**src/rtl/bdf_pkg.sv**
```systemverilog
package bdf_pkg;

  typedef enum logic [1:0] {
    ST_IDLE  = 2'd0,
    ST_REQ   = 2'd1,
    ST_BURST = 2'd2
  } bdf_state_e;

  // Quarter-step fill level in dwords for a select code.
  function automatic int unsigned thr_dwords(input logic [1:0] sel, input int unsigned depth);
    return ((int'(sel) + 1) * depth) / 4;
  endfunction

  // Byte count rounded up to whole dwords.
  function automatic logic [31:0] bytes_to_dwords(input logic [31:0] nbytes);
    logic [32:0] sum;
    sum = {1'b0, nbytes} + 33'd3;
    return sum[33-1:2] & 32'h3FFF_FFFF;
  endfunction

endpackage

```
**src/rtl/bdf_store.sv**
```systemverilog
module bdf_store #(
  parameter int DATA_W = 32,
  parameter int DEPTH  = 32,
  localparam int PTR_W = (DEPTH > 1) ? $clog2(DEPTH) : 1,
  localparam int LVL_W = $clog2(DEPTH + 1)
) (
  input  logic              clk,
  input  logic              rst_n,
  input  logic              push,
  input  logic [DATA_W-1:0] wr_data,
  input  logic              pop,
  output logic [DATA_W-1:0] rd_data,
  output logic [LVL_W-1:0]  level,
  output logic              full
);

  logic [DATA_W-1:0] mem [DEPTH];
  logic [PTR_W-1:0]  wptr, rptr;

  function automatic logic [PTR_W-1:0] bump(input logic [PTR_W-1:0] p);
    return (p == PTR_W'(DEPTH - 1)) ? '0 : p + PTR_W'(1);
  endfunction

  always_ff @(posedge clk) begin
    if (push) mem[wptr] <= wr_data;
  end

  always_ff @(posedge clk or negedge rst_n) begin
    if (!rst_n) begin
      wptr  <= '0;
      rptr  <= '0;
      level <= '0;
    end else begin
      if (push) wptr <= bump(wptr);
      if (pop)  rptr <= bump(rptr);
      case ({push, pop})
        2'b10:   level <= level + LVL_W'(1);
        2'b01:   level <= level - LVL_W'(1);
        default: level <= level;
      endcase
    end
  end

  assign rd_data = mem[rptr];
  assign full    = (level == LVL_W'(DEPTH));

  // a full FIFO is not pushed, and without a pop it stays full (nothing dropped)
  a_r11_no_push_full: assert property (@(posedge clk) disable iff (!rst_n)
    (level == LVL_W'(DEPTH)) |-> !push);
  a_r11_hold_full: assert property (@(posedge clk) disable iff (!rst_n)
    (level == LVL_W'(DEPTH)) && !pop |=> (level == LVL_W'(DEPTH)));
  // never read from an empty store
  a_r10_no_underflow: assert property (@(posedge clk) disable iff (!rst_n)
    (level == '0) |-> !pop);

endmodule

```
**src/rtl/bdf_copy_track.sv**
```systemverilog
module bdf_copy_track #(
  parameter int CNT_W = 16
) (
  input  logic             clk,
  input  logic             rst_n,
  input  logic             copy_start,
  input  logic [CNT_W-1:0] copy_bytes,
  input  logic             push,
  output logic             copy_done
);

  logic [CNT_W-1:0] remaining;
  logic             active;
  logic [CNT_W-1:0] start_dw;

  assign start_dw  = CNT_W'(bdf_pkg::bytes_to_dwords(32'(copy_bytes)));
  assign copy_done = active && push && (remaining == CNT_W'(1));

  always_ff @(posedge clk or negedge rst_n) begin
    if (!rst_n) begin
      remaining <= '0;
      active    <= 1'b0;
    end else if (copy_start) begin
      remaining <= start_dw;
      active    <= (start_dw != '0);
    end else if (active && push) begin
      remaining <= remaining - CNT_W'(1);
      if (remaining == CNT_W'(1)) active <= 1'b0;
    end
  end

  // a copy ends on a push and only while one is running
  a_r5_done_needs_push: assert property (@(posedge clk) disable iff (!rst_n)
    copy_done |-> push);
  a_r5_done_ends_copy: assert property (@(posedge clk) disable iff (!rst_n)
    copy_done && !copy_start |=> !copy_done);

endmodule

```
**src/rtl/bdf_burst_ctrl.sv**
```systemverilog
module bdf_burst_ctrl #(
  parameter int DEPTH  = 32,
  localparam int LVL_W = $clog2(DEPTH + 1)
) (
  input  logic             clk,
  input  logic             rst_n,
  input  logic [1:0]       thr_sel,
  input  logic [LVL_W-1:0] level,
  input  logic             push,
  input  logic             copy_done,
  input  logic             bus_gnt,
  output logic             bus_req,
  output logic             burst_act,
  output logic             pop
);
  import bdf_pkg::*;

  bdf_state_e       state, state_nxt;
  logic             flush_pend;
  logic [LVL_W-1:0] thr_lvl, lvl_nxt;
  logic             at_thr, nxt_at_thr;
  logic             drained_evt, gnt_lost_evt, flush_clr;

  assign thr_lvl      = LVL_W'(thr_dwords(thr_sel, DEPTH));
  assign at_thr       = (level >= thr_lvl);
  assign pop          = (state == ST_BURST) && bus_gnt && (level != '0);
  assign lvl_nxt      = level + LVL_W'(push) - LVL_W'(pop);
  assign nxt_at_thr   = (lvl_nxt >= thr_lvl);
  assign drained_evt  = pop && (lvl_nxt == '0);
  assign gnt_lost_evt = (state == ST_BURST) && !bus_gnt;
  assign flush_clr    = drained_evt || ((state == ST_IDLE) && (level == '0) && !push);

  always_comb begin
    state_nxt = state;
    unique case (state)
      ST_IDLE:  if ((at_thr || flush_pend) && (level != '0)) state_nxt = ST_REQ;
      ST_REQ:   if (bus_gnt) state_nxt = ST_BURST;
      ST_BURST: begin
        if (drained_evt || (level == '0 && !push)) state_nxt = ST_IDLE;
        else if (gnt_lost_evt) state_nxt = (nxt_at_thr || flush_pend) ? ST_REQ : ST_IDLE;
      end
      default:  state_nxt = ST_IDLE;
    endcase
  end

  always_ff @(posedge clk or negedge rst_n) begin
    if (!rst_n) begin
      state      <= ST_IDLE;
      flush_pend <= 1'b0;
    end else begin
      state <= state_nxt;
      if (copy_done)      flush_pend <= 1'b1;
      else if (flush_clr) flush_pend <= 1'b0;
    end
  end

  assign bus_req   = (state != ST_IDLE);
  assign burst_act = (state == ST_BURST);

  // reaching the threshold while idle raises the request next cycle
  a_r2_thr_request: assert property (@(posedge clk) disable iff (!rst_n)
    (state == ST_IDLE) && at_thr && (level != '0) |=> bus_req);
  // a pending end-of-copy flush raises the request below threshold
  a_r4_flush_request: assert property (@(posedge clk) disable iff (!rst_n)
    flush_pend && !burst_act && (level != '0) |=> bus_req);
  // a request is held until granted
  a_r6_hold_req: assert property (@(posedge clk) disable iff (!rst_n)
    bus_req && !burst_act && !bus_gnt |=> bus_req);
  // emptying ends the burst and drops the request
  a_r7_end_on_empty: assert property (@(posedge clk) disable iff (!rst_n)
    drained_evt |=> !bus_req && !burst_act);
  // grant lost at or above threshold keeps the request
  a_r8_rerequest: assert property (@(posedge clk) disable iff (!rst_n)
    gnt_lost_evt && nxt_at_thr |=> bus_req && !burst_act);
  // grant lost below threshold with no flush drops the request
  a_r9_release: assert property (@(posedge clk) disable iff (!rst_n)
    gnt_lost_evt && !nxt_at_thr && !flush_pend && !copy_done |=> !bus_req);

endmodule

```
**src/rtl/rx_burst_fifo.sv**
```systemverilog
module rx_burst_fifo #(
  parameter int DATA_W = 32,
  parameter int DEPTH  = 32,
  parameter int CNT_W  = 16,
  localparam int LVL_W = $clog2(DEPTH + 1)
) (
  input  logic              clk,
  input  logic              rst_n,
  input  logic              cfg_we,
  input  logic [1:0]        cfg_thr,
  input  logic              copy_start,
  input  logic [CNT_W-1:0]  copy_bytes,
  input  logic              wr_valid,
  input  logic [DATA_W-1:0] wr_data,
  output logic              wr_ready,
  input  logic              bus_gnt,
  output logic              bus_req,
  output logic              burst_act,
  output logic              rd_valid,
  output logic [DATA_W-1:0] rd_data
);

  logic [1:0]       thr_sel;
  logic             push, pop, full, copy_done;
  logic [LVL_W-1:0] level;

  always_ff @(posedge clk or negedge rst_n) begin
    if (!rst_n)      thr_sel <= 2'b01;
    else if (cfg_we) thr_sel <= cfg_thr;
  end

  assign wr_ready = !full;
  assign push     = wr_valid && wr_ready;
  assign rd_valid = pop;

  bdf_store #(.DATA_W(DATA_W), .DEPTH(DEPTH)) u_store (
    .clk     (clk),
    .rst_n   (rst_n),
    .push    (push),
    .wr_data (wr_data),
    .pop     (pop),
    .rd_data (rd_data),
    .level   (level),
    .full    (full)
  );

  bdf_copy_track #(.CNT_W(CNT_W)) u_copy (
    .clk        (clk),
    .rst_n      (rst_n),
    .copy_start (copy_start),
    .copy_bytes (copy_bytes),
    .push       (push),
    .copy_done  (copy_done)
  );

  bdf_burst_ctrl #(.DEPTH(DEPTH)) u_ctrl (
    .clk       (clk),
    .rst_n     (rst_n),
    .thr_sel   (thr_sel),
    .level     (level),
    .push      (push),
    .copy_done (copy_done),
    .bus_gnt   (bus_gnt),
    .bus_req   (bus_req),
    .burst_act (burst_act),
    .pop       (pop)
  );

  // data only moves inside a granted burst
  a_r6_move_in_burst: assert property (@(posedge clk) disable iff (!rst_n)
    rd_valid |-> burst_act && bus_gnt);
  // a threshold write takes effect on its edge
  a_r12_cfg_load: assert property (@(posedge clk) disable iff (!rst_n)
    cfg_we |=> (thr_sel == $past(cfg_thr)));

endmodule

```
**config.mk**
```make
export PLATFORM = sky130hd
export DESIGN_NAME = rx_burst_fifo
export DESIGN_NICKNAME = d
export VERILOG_FILES = /design/src/rtl/bdf_pkg.sv /design/src/rtl/bdf_store.sv /design/src/rtl/bdf_copy_track.sv /design/src/rtl/bdf_burst_ctrl.sv /design/src/rtl/rx_burst_fifo.sv
export SDC_FILE = /design/constraint.sdc
export NUM_CORES = 1
export LEC_CHECK = 0
export BUFFER_PORTS_ARGS = -buffer_cell sky130_fd_sc_hd__buf_2
export CAP_MARGIN = 15
export CORE_MARGIN = 8
export CORE_UTILIZATION = 35
export CTS_BUF_LIST = sky130_fd_sc_hd__clkbuf_16
export DETAILED_ROUTE_END_ITERATION = 8
export PLACE_DENSITY = 0.58
export SKIP_CTS_REPAIR_TIMING = 1
export SYNTH_ARGS = -nofsm -noshare
export SYNTH_HDL_FRONTEND = slang
export SYNTH_SLANG_ARGS = --single-unit
```
**constraint.sdc**
```tcl
create_clock -name clk -period 4.1 [get_ports clk]
set_input_delay 0.615 -clock clk [delete_from_list [all_inputs] [get_ports clk]]
set_output_delay 0.615 -clock clk [all_outputs]
set_load 0.02 [all_outputs]
```
==> impl_metrics.tcl, run 1 <==
set metrics [dict create \
    dp_hpwl_mm 57.53 \
    ys.flop_type "edfxtp_1" \
    wire_per_inst_um 28.99 \
    first_global_vias 20557 \
    cts_htree_levels 3 \
    grt_pass1_wl_mm 149.3 \
    nets 2087 \
    cts_buffer_depth 3 \
    ant_nets 0 \
    ys_seq_elements 1062 \
    cts_tree "built" \
    outcome "complete, no violations" \
    die_y_um 361.4 \
    seq_area_um2 31720 \
    port_buffers 91 \
    syn_to_final_growth_pct 15.43 \
    worstPathBufferInverterCount 2 \
    dieArea_um2 130600 \
    layout_commonest_cell "edfxtp_1" \
    fmax_mhz 255.8 \
    use_met3 0.02518 \
    critPathCaptureType "primary output" \
    synth_top_area_frac 0.7362 \
    fin_skew_ns 0.02699 \
    drt_iter0_drc 1953 \
    setup_ws_ns 0.1905 \
    cp_data_arrival_time_ns 3.29 \
    grt_remaining_overflow 0 \
    period_share 0.9535 \
    fp.dieW_um 361.4 \
    syn_inst 1813 \
    period_needed_ns 3.909 \
    cts.clk_slew.worst_paths_ns 0.06 \
    worstPathRequired_ns 3.48 \
    p_leak_nw 15.11 \
    cts-root-buf "clkbuf_16" \
    drive_above_1_share 0.3385 \
    pin_count 92 \
    grt_max_degree 54 \
    global_route.usage.met1 0.2294 \
    hp-class "input port to asynchronous set/reset pin" \
    gr-max-usage-layer "met2" \
    multi_input_area_um2 9756 \
    swShare 0.2844 \
    max_stage_delay_ns 0.76 \
    final_cell_mix "edfxtp_1 (1024), mux4_2 (320), clkbuf_16 (104)" \
    initial_core_util 0.3532 \
    via_per_inst 5.492 \
    cpLargestDelayFamily "multiplexers" \
    drc_errors 0 \
    setup_viol 0 \
    crit_path_top_delay_cell "dfrtp_4" \
    ys_warn_count 0 \
    grt_usage 0.1563 \
    routed_wl_mm 104.7 \
    n_fill_cell 10311 \
    yosys.area.top_type "edfxtp_1" \
    synth_area_leaders "edfxtp_1 (74%), mux4_2 (17%), dfrtp_1 (2.2%)" \
    seq_area_frac_synth 0.7590 \
    fin_tns_setup_ns 0 \
    finalMaxSlewViolations 0 \
    synth_nets 1901 \
    cts.sinks 1062 \
    cap_violations 0 \
    cpMostUsedCell "mux4_2" \
    cp-start-kind "flip-flop" \
    path_cells "buf_12 -> mux4_2 -> mux4_2 -> mux2_2 -> buf_2" \
    worstMarginPinSlew_ns 1.195 \
    vias 19832 \
    crit_path_start "u_store.rptr[1]" \
    rsz0062_at_grt "no" \
    place_congestion 0.7856 \
    clock_latency_ns 0.67 \
    num_rows 126 \
    slew_headroom 0.2017 \
    pwr-share-clk 0.299 \
    r2r_start "u_store.level[2]" \
    core_area_um2 118200 \
    power_frac_comb 0.267 \
    path_max_fanout 53 \
    ys_async_sr_fraction 0.03578 \
    met2_usage 0.2469 \
    synth_edf_count 1024 \
    dr.pass1.iters 5 \
    hold_violations 0 \
    p_switching_mw 8.511 \
    p_int_mw 21.42 \
    crit_type "flip-flop to primary output" \
    ys_types 54 \
    avgSynthCellArea_um2 23.04 \
    power_mw 29.93 \
    cts_buffers 103 \
    ir_drop_uv 446.8 \
    p_per_area_nw_per_um2 620.8 \
    pre_cts_ws_ns 0.3139 \
    antenna_found_initial 9 \
    syn_area_um2 41770 \
    p_seq_frac 0.434 \
]
-- through the flow --
stage	cell area [µm²]	hold slack, ns	std cells	util
finish	48210	0.09934	3611	0.4077
global route	48210	0.1401	3610	0.4077
CTS	48110	0.09770	3605	0.4069
detailed placement	44970	0.5193	3425	0.3804
global placement	44970	0.5003	3425	0.3804
floorplan	41770	0.3194	1813	-
-- sequential cells by signal (all words and copies together), names as in the netlist --
| name | flops |
|---|---|
| u_store.rptr | 5 |
| thr_sel | 2 |
| u_copy.remaining | 16 |
| u_copy.active | 1 |
| u_ctrl.flush_pend | 1 |
| u_store.level | 6 |
| u_store.mem | 1024 |
| u_store.wptr | 5 |
| u_ctrl.state | 2 |
-- cells by family after synthesis --
kind of cell	Yosys count	share of synthesized area
buffers and inverters	118	0.01330
AOI/OAI and AO/OA	50	0.007640
muxes	363	0.1838
and+or+nand+nor	154	0.01911
DFF	1062	0.7590
xor gates and xnor gates	34	0.007130
adders and majority gates	32	0.009946
-- layout make-up --
cell class	count	share of cell area
clock inverter	76	0.01111
tap	1536	0.03986
clock buffer	104	0.05398
inverter	29	0.002258
sequential	1062	0.6579
timing repair buffer	170	0.03244
multi-input combinational	633	0.2024
antenna	1	0.00005190
-- worst reg2reg max path: stages (launching register included) --
cell and delay [ns]:
dfrtp_1 0.44, inv_1 0.12, ha_1 0.17, nand4bb_1 0.22
nand3_1 0.19, inv_1 0.07, ha_1 0.27, inv_1 0.04
ha_1 0.20, fa_1 0.44, a21oi_1 0.17, o21bai_1 0.09
xnor2_1 0.25, ha_1 0.29, nand2_1 0.07, a21oi_1 0.05
a2111oi_0 0.34, o32ai_1 0.14
-- synth_stat cells, types with 14 or more instances --
| master | number |
|---|---|
| mux4_2 | 320 |
| nand3_1 | 14 |
| mux2_2 | 33 |
| o21ai_0 | 17 |
| xnor2_1 | 18 |
| buf_4 | 20 |
| nor2_1 | 46 |
| xor2_1 | 16 |
| clkbuf_1 | 47 |
| dfrtp_1 | 37 |
| nand2_1 | 30 |
| inv_1 | 29 |
| edfxtp_1 | 1024 |
| ha_1 | 30 |
-- layer usage --
metal,vias to the layer above,routed length [µm],share of wire
li1,8093,-,-
met1,10898,46910,0.45
met2,705,49500,0.47
met3,132,6337,0.061
met4,4,1917,0.018
met5,-,26,0.00025
-- worst paths after layout --
kind / endpoint / slack (ns) / depth (start not counted)
setup reg to reg: u_ctrl.state[0] / 0.41 / 17
hold / removal: u_copy.remaining[4] / 0.1 / 1
setup / recovery: rd_data[22] / 0.19 / 5
hold reg to reg: thr_sel[1] / 0.53 / 1
max in group asynchronous: u_store.rptr[2] / 3.34 / 1
min in group clk: thr_sel[0] / 0.15 / 2
-- power groups by stage --
stage               combinational [mW]  clock (mW)  sequential (mW)
detailed placement                7.94           0             13.3
finish                            8.00        8.95             13.0
floorplan                         5.48           0             12.9
global route                      8.53        9.54             13.0
CTS                               7.97        9.12             13.1
global placement                  7.86           0             13.2
No activity file was read; power rests on OpenSTA's default activity.
==> run 2: changes to the inputs <==
--- a/config.mk
+++ b/config.mk
@@ -11,7 +11,7 @@
 export CORE_UTILIZATION = 35
 export CTS_BUF_LIST = sky130_fd_sc_hd__clkbuf_16
 export DETAILED_ROUTE_END_ITERATION = 8
-export PLACE_DENSITY = 0.58
+export PLACE_DENSITY = 0.59
 export SKIP_CTS_REPAIR_TIMING = 1
 export SYNTH_ARGS = -nofsm -noshare
 export SYNTH_HDL_FRONTEND = slang
==> constraint.sdc (replaced) <==
create_clock -name clk -period 3.4 [get_ports clk]
set_input_delay 0.51 -clock clk [delete_from_list [all_inputs] [get_ports clk]]
set_output_delay 0.51 -clock clk [all_outputs]
set_load 0.02 [all_outputs]
==> run 2 against run 1 <==
Effect of this change:
- the run now ends with hold timing, setup timing left
- critical path depth increased by 2
- highest routed layer unchanged
- global-route usage fell by 0.38 points
- via count grew 0.64%
- clock skew is 0.022 ns higher
- clock-buffer cell count is the same
- non-clock buffer count up 75
- combinational power rose by 39%
- clock power grew 27%
- utilization is 1.2 points higher
- routed wire length fell by 1.5%
==> impl_metrics.tcl, run 2 (synthesis gave the netlist of run 1 again) <==
set metrics [dict create \
    violations "hold timing, setup timing" \
    finalMaxSlewViolations 0 \
    p_leak_nw 15.82 \
    wire_per_inst_um 27.85 \
    final_area_um2 49580 \
    pwr-share-clk 0.299 \
    dp_hpwl_mm 56.47 \
    fin_skew_ns 0.04892 \
    largest_reg_flops 1024 \
    cts_htree_levels 3 \
    drive_above_1_share 0.3751 \
    period_share 1.094 \
    die_y_um 361.4 \
    place_congestion 0.7706 \
    initial_core_util 0.3532 \
    layout_commonest_cell "edfxtp_1" \
    period_needed_ns 3.718 \
    p_per_area_nw_per_um2 768.1 \
    grt_max_degree 52 \
    pre_cts_ws_ns 0.02438 \
    placedCellCount 3458 \
    p_switching_mw 10.80 \
    critPathCaptureType "primary output" \
    hold_ws_ns -0.01993 \
    worstPathRequired_ns 2.89 \
    num_rows 126 \
    vias 19958 \
    p_seq_frac 0.408 \
    cts_buffer_depth 3 \
    outcome "finished with violations" \
    power_mw 38.09 \
    nets 2163 \
    drt_iter0_drc 2170 \
    grt_pass1_wl_mm 147.1 \
    port_buffers 91 \
    cp_data_arrival_time_ns 3.21 \
    cap_violations 0 \
    grt_usage 0.1525 \
    power_frac_comb 0.293 \
    dr.pass1.iters 5 \
    via_per_inst 5.390 \
    setup_viol 32 \
    cts_buffers 104 \
    place_area_um2 45300 \
    top_register "u_store.mem" \
    dieArea_um2 130600 \
    antenna_found_initial 14 \
    syn_to_final_growth_pct 18.72 \
    fp.dieW_um 361.4 \
    core_area_um2 118200 \
    cts.sinks 1062 \
    cts.clk_slew.worst_paths_ns 0.06 \
    fmax_mhz 268.9 \
    hp-class "input port to asynchronous set/reset pin" \
    slew_headroom 0.2674 \
    swShare 0.2835 \
    hold_violations 25 \
    p_int_mw 27.29 \
    ant_nets 0 \
    final_util 0.4194 \
    cp-start-kind "flip-flop" \
    reg.largest.list "u_store.mem x1024, u_copy.remaining x16, u_store.level x6" \
    first_global_vias 20639 \
    final_cell_count_no_fill 3703 \
    cts-root-buf "clkbuf_16" \
    cts_tree "built" \
    drc_errors 0 \
    crit_type "flip-flop to primary output" \
    worstMarginPinSlew_ns 1.099 \
    rsz0062_at_grt "yes" \
    path_max_fanout 9 \
    setup_ws_ns -0.3185 \
    final_cell_mix "edfxtp_1 (1024), mux4_2 (320), clkbuf_16 (115)" \
    routed_wl_mm 103.1 \
    clock_latency_ns 0.69 \
    ir_drop_uv 481.7 \
    pin_count 92 \
    grt_remaining_overflow 0 \
]
[run 2: cell types whose count changed in the layout (fill, tap and decap cells not counted), sizes merged]
cell,change
buf,+64
bufinv,+4
clkbuf,+11
clkinv,+12
clkinvlp,+2
diode,+1
inv,-2
[run 2: worst paths after layout]
check / start / endpoint / slack [ns] / cells past startpoint
max: u_store.rptr[0] / rd_data[18] / -0.32 / 7
min: rst_n / u_copy.remaining[5] / -0.02 / 1
max reg2reg: u_store.level[2] / u_ctrl.state[0] / 0.23 / 17
min reg2reg: thr_sel[1] / thr_sel[1] / 0.53 / 1
max in group asynchronous: rst_n / u_store.rptr[3] / 2.77 / 1
min in group clk: cfg_we / thr_sel[0] / 0.05 / 2
[run 2: critical path: stages (launching register included)]
cell and delay (ns):
dfrtp_4 0.54, buf_4 0.18, clkbuf_16 0.16, buf_4 0.11
mux4_2 0.50, mux4_2 0.51, mux2_2 0.36, buf_2 0.19
[run 2: final cells by class]
type	instances	area (µm²)
Clock buffer	104	2603
Timing Repair Buffer	245	2580
Multi-Input combinational cell	633	9838
Inverter	29	108.9
Sequential cell	1062	31720
Clock inverter	92	809.5
Tap cell	1536	1922
Fill cell	10105	68650
Antenna cell	2	5.005
[run 2: metrics by stage]
stage               setup TNS [ns]  hold slack [ns]
finish                      -7.949         -0.01993
detailed placement               0           0.5089
global route                -10.50          0.02493
global placement                 0           0.4969
CTS                         -11.40         -0.02734
floorplan                        0           0.2144
[run 2: power groups by stage]
stage	sequential [mW]	combinational [mW]	clock, mW
after floorplan	15.6	6.64	0
after global placement	15.8	9.92	0
after detailed placement	15.8	10.0	0
after CTS	15.6	10.1	11.6
after global routing	15.6	11.9	12.1
final	15.5	11.1	11.4
[run 2: layer usage]
metal,share of wire,vias to the layer above,global-route usage
li1,-,8255,-
met1,0.43,10862,0.2116
met2,0.49,682,0.2523
met3,0.060,155,0.02690
met4,0.020,4,0.03396
met5,0.00024,-,0
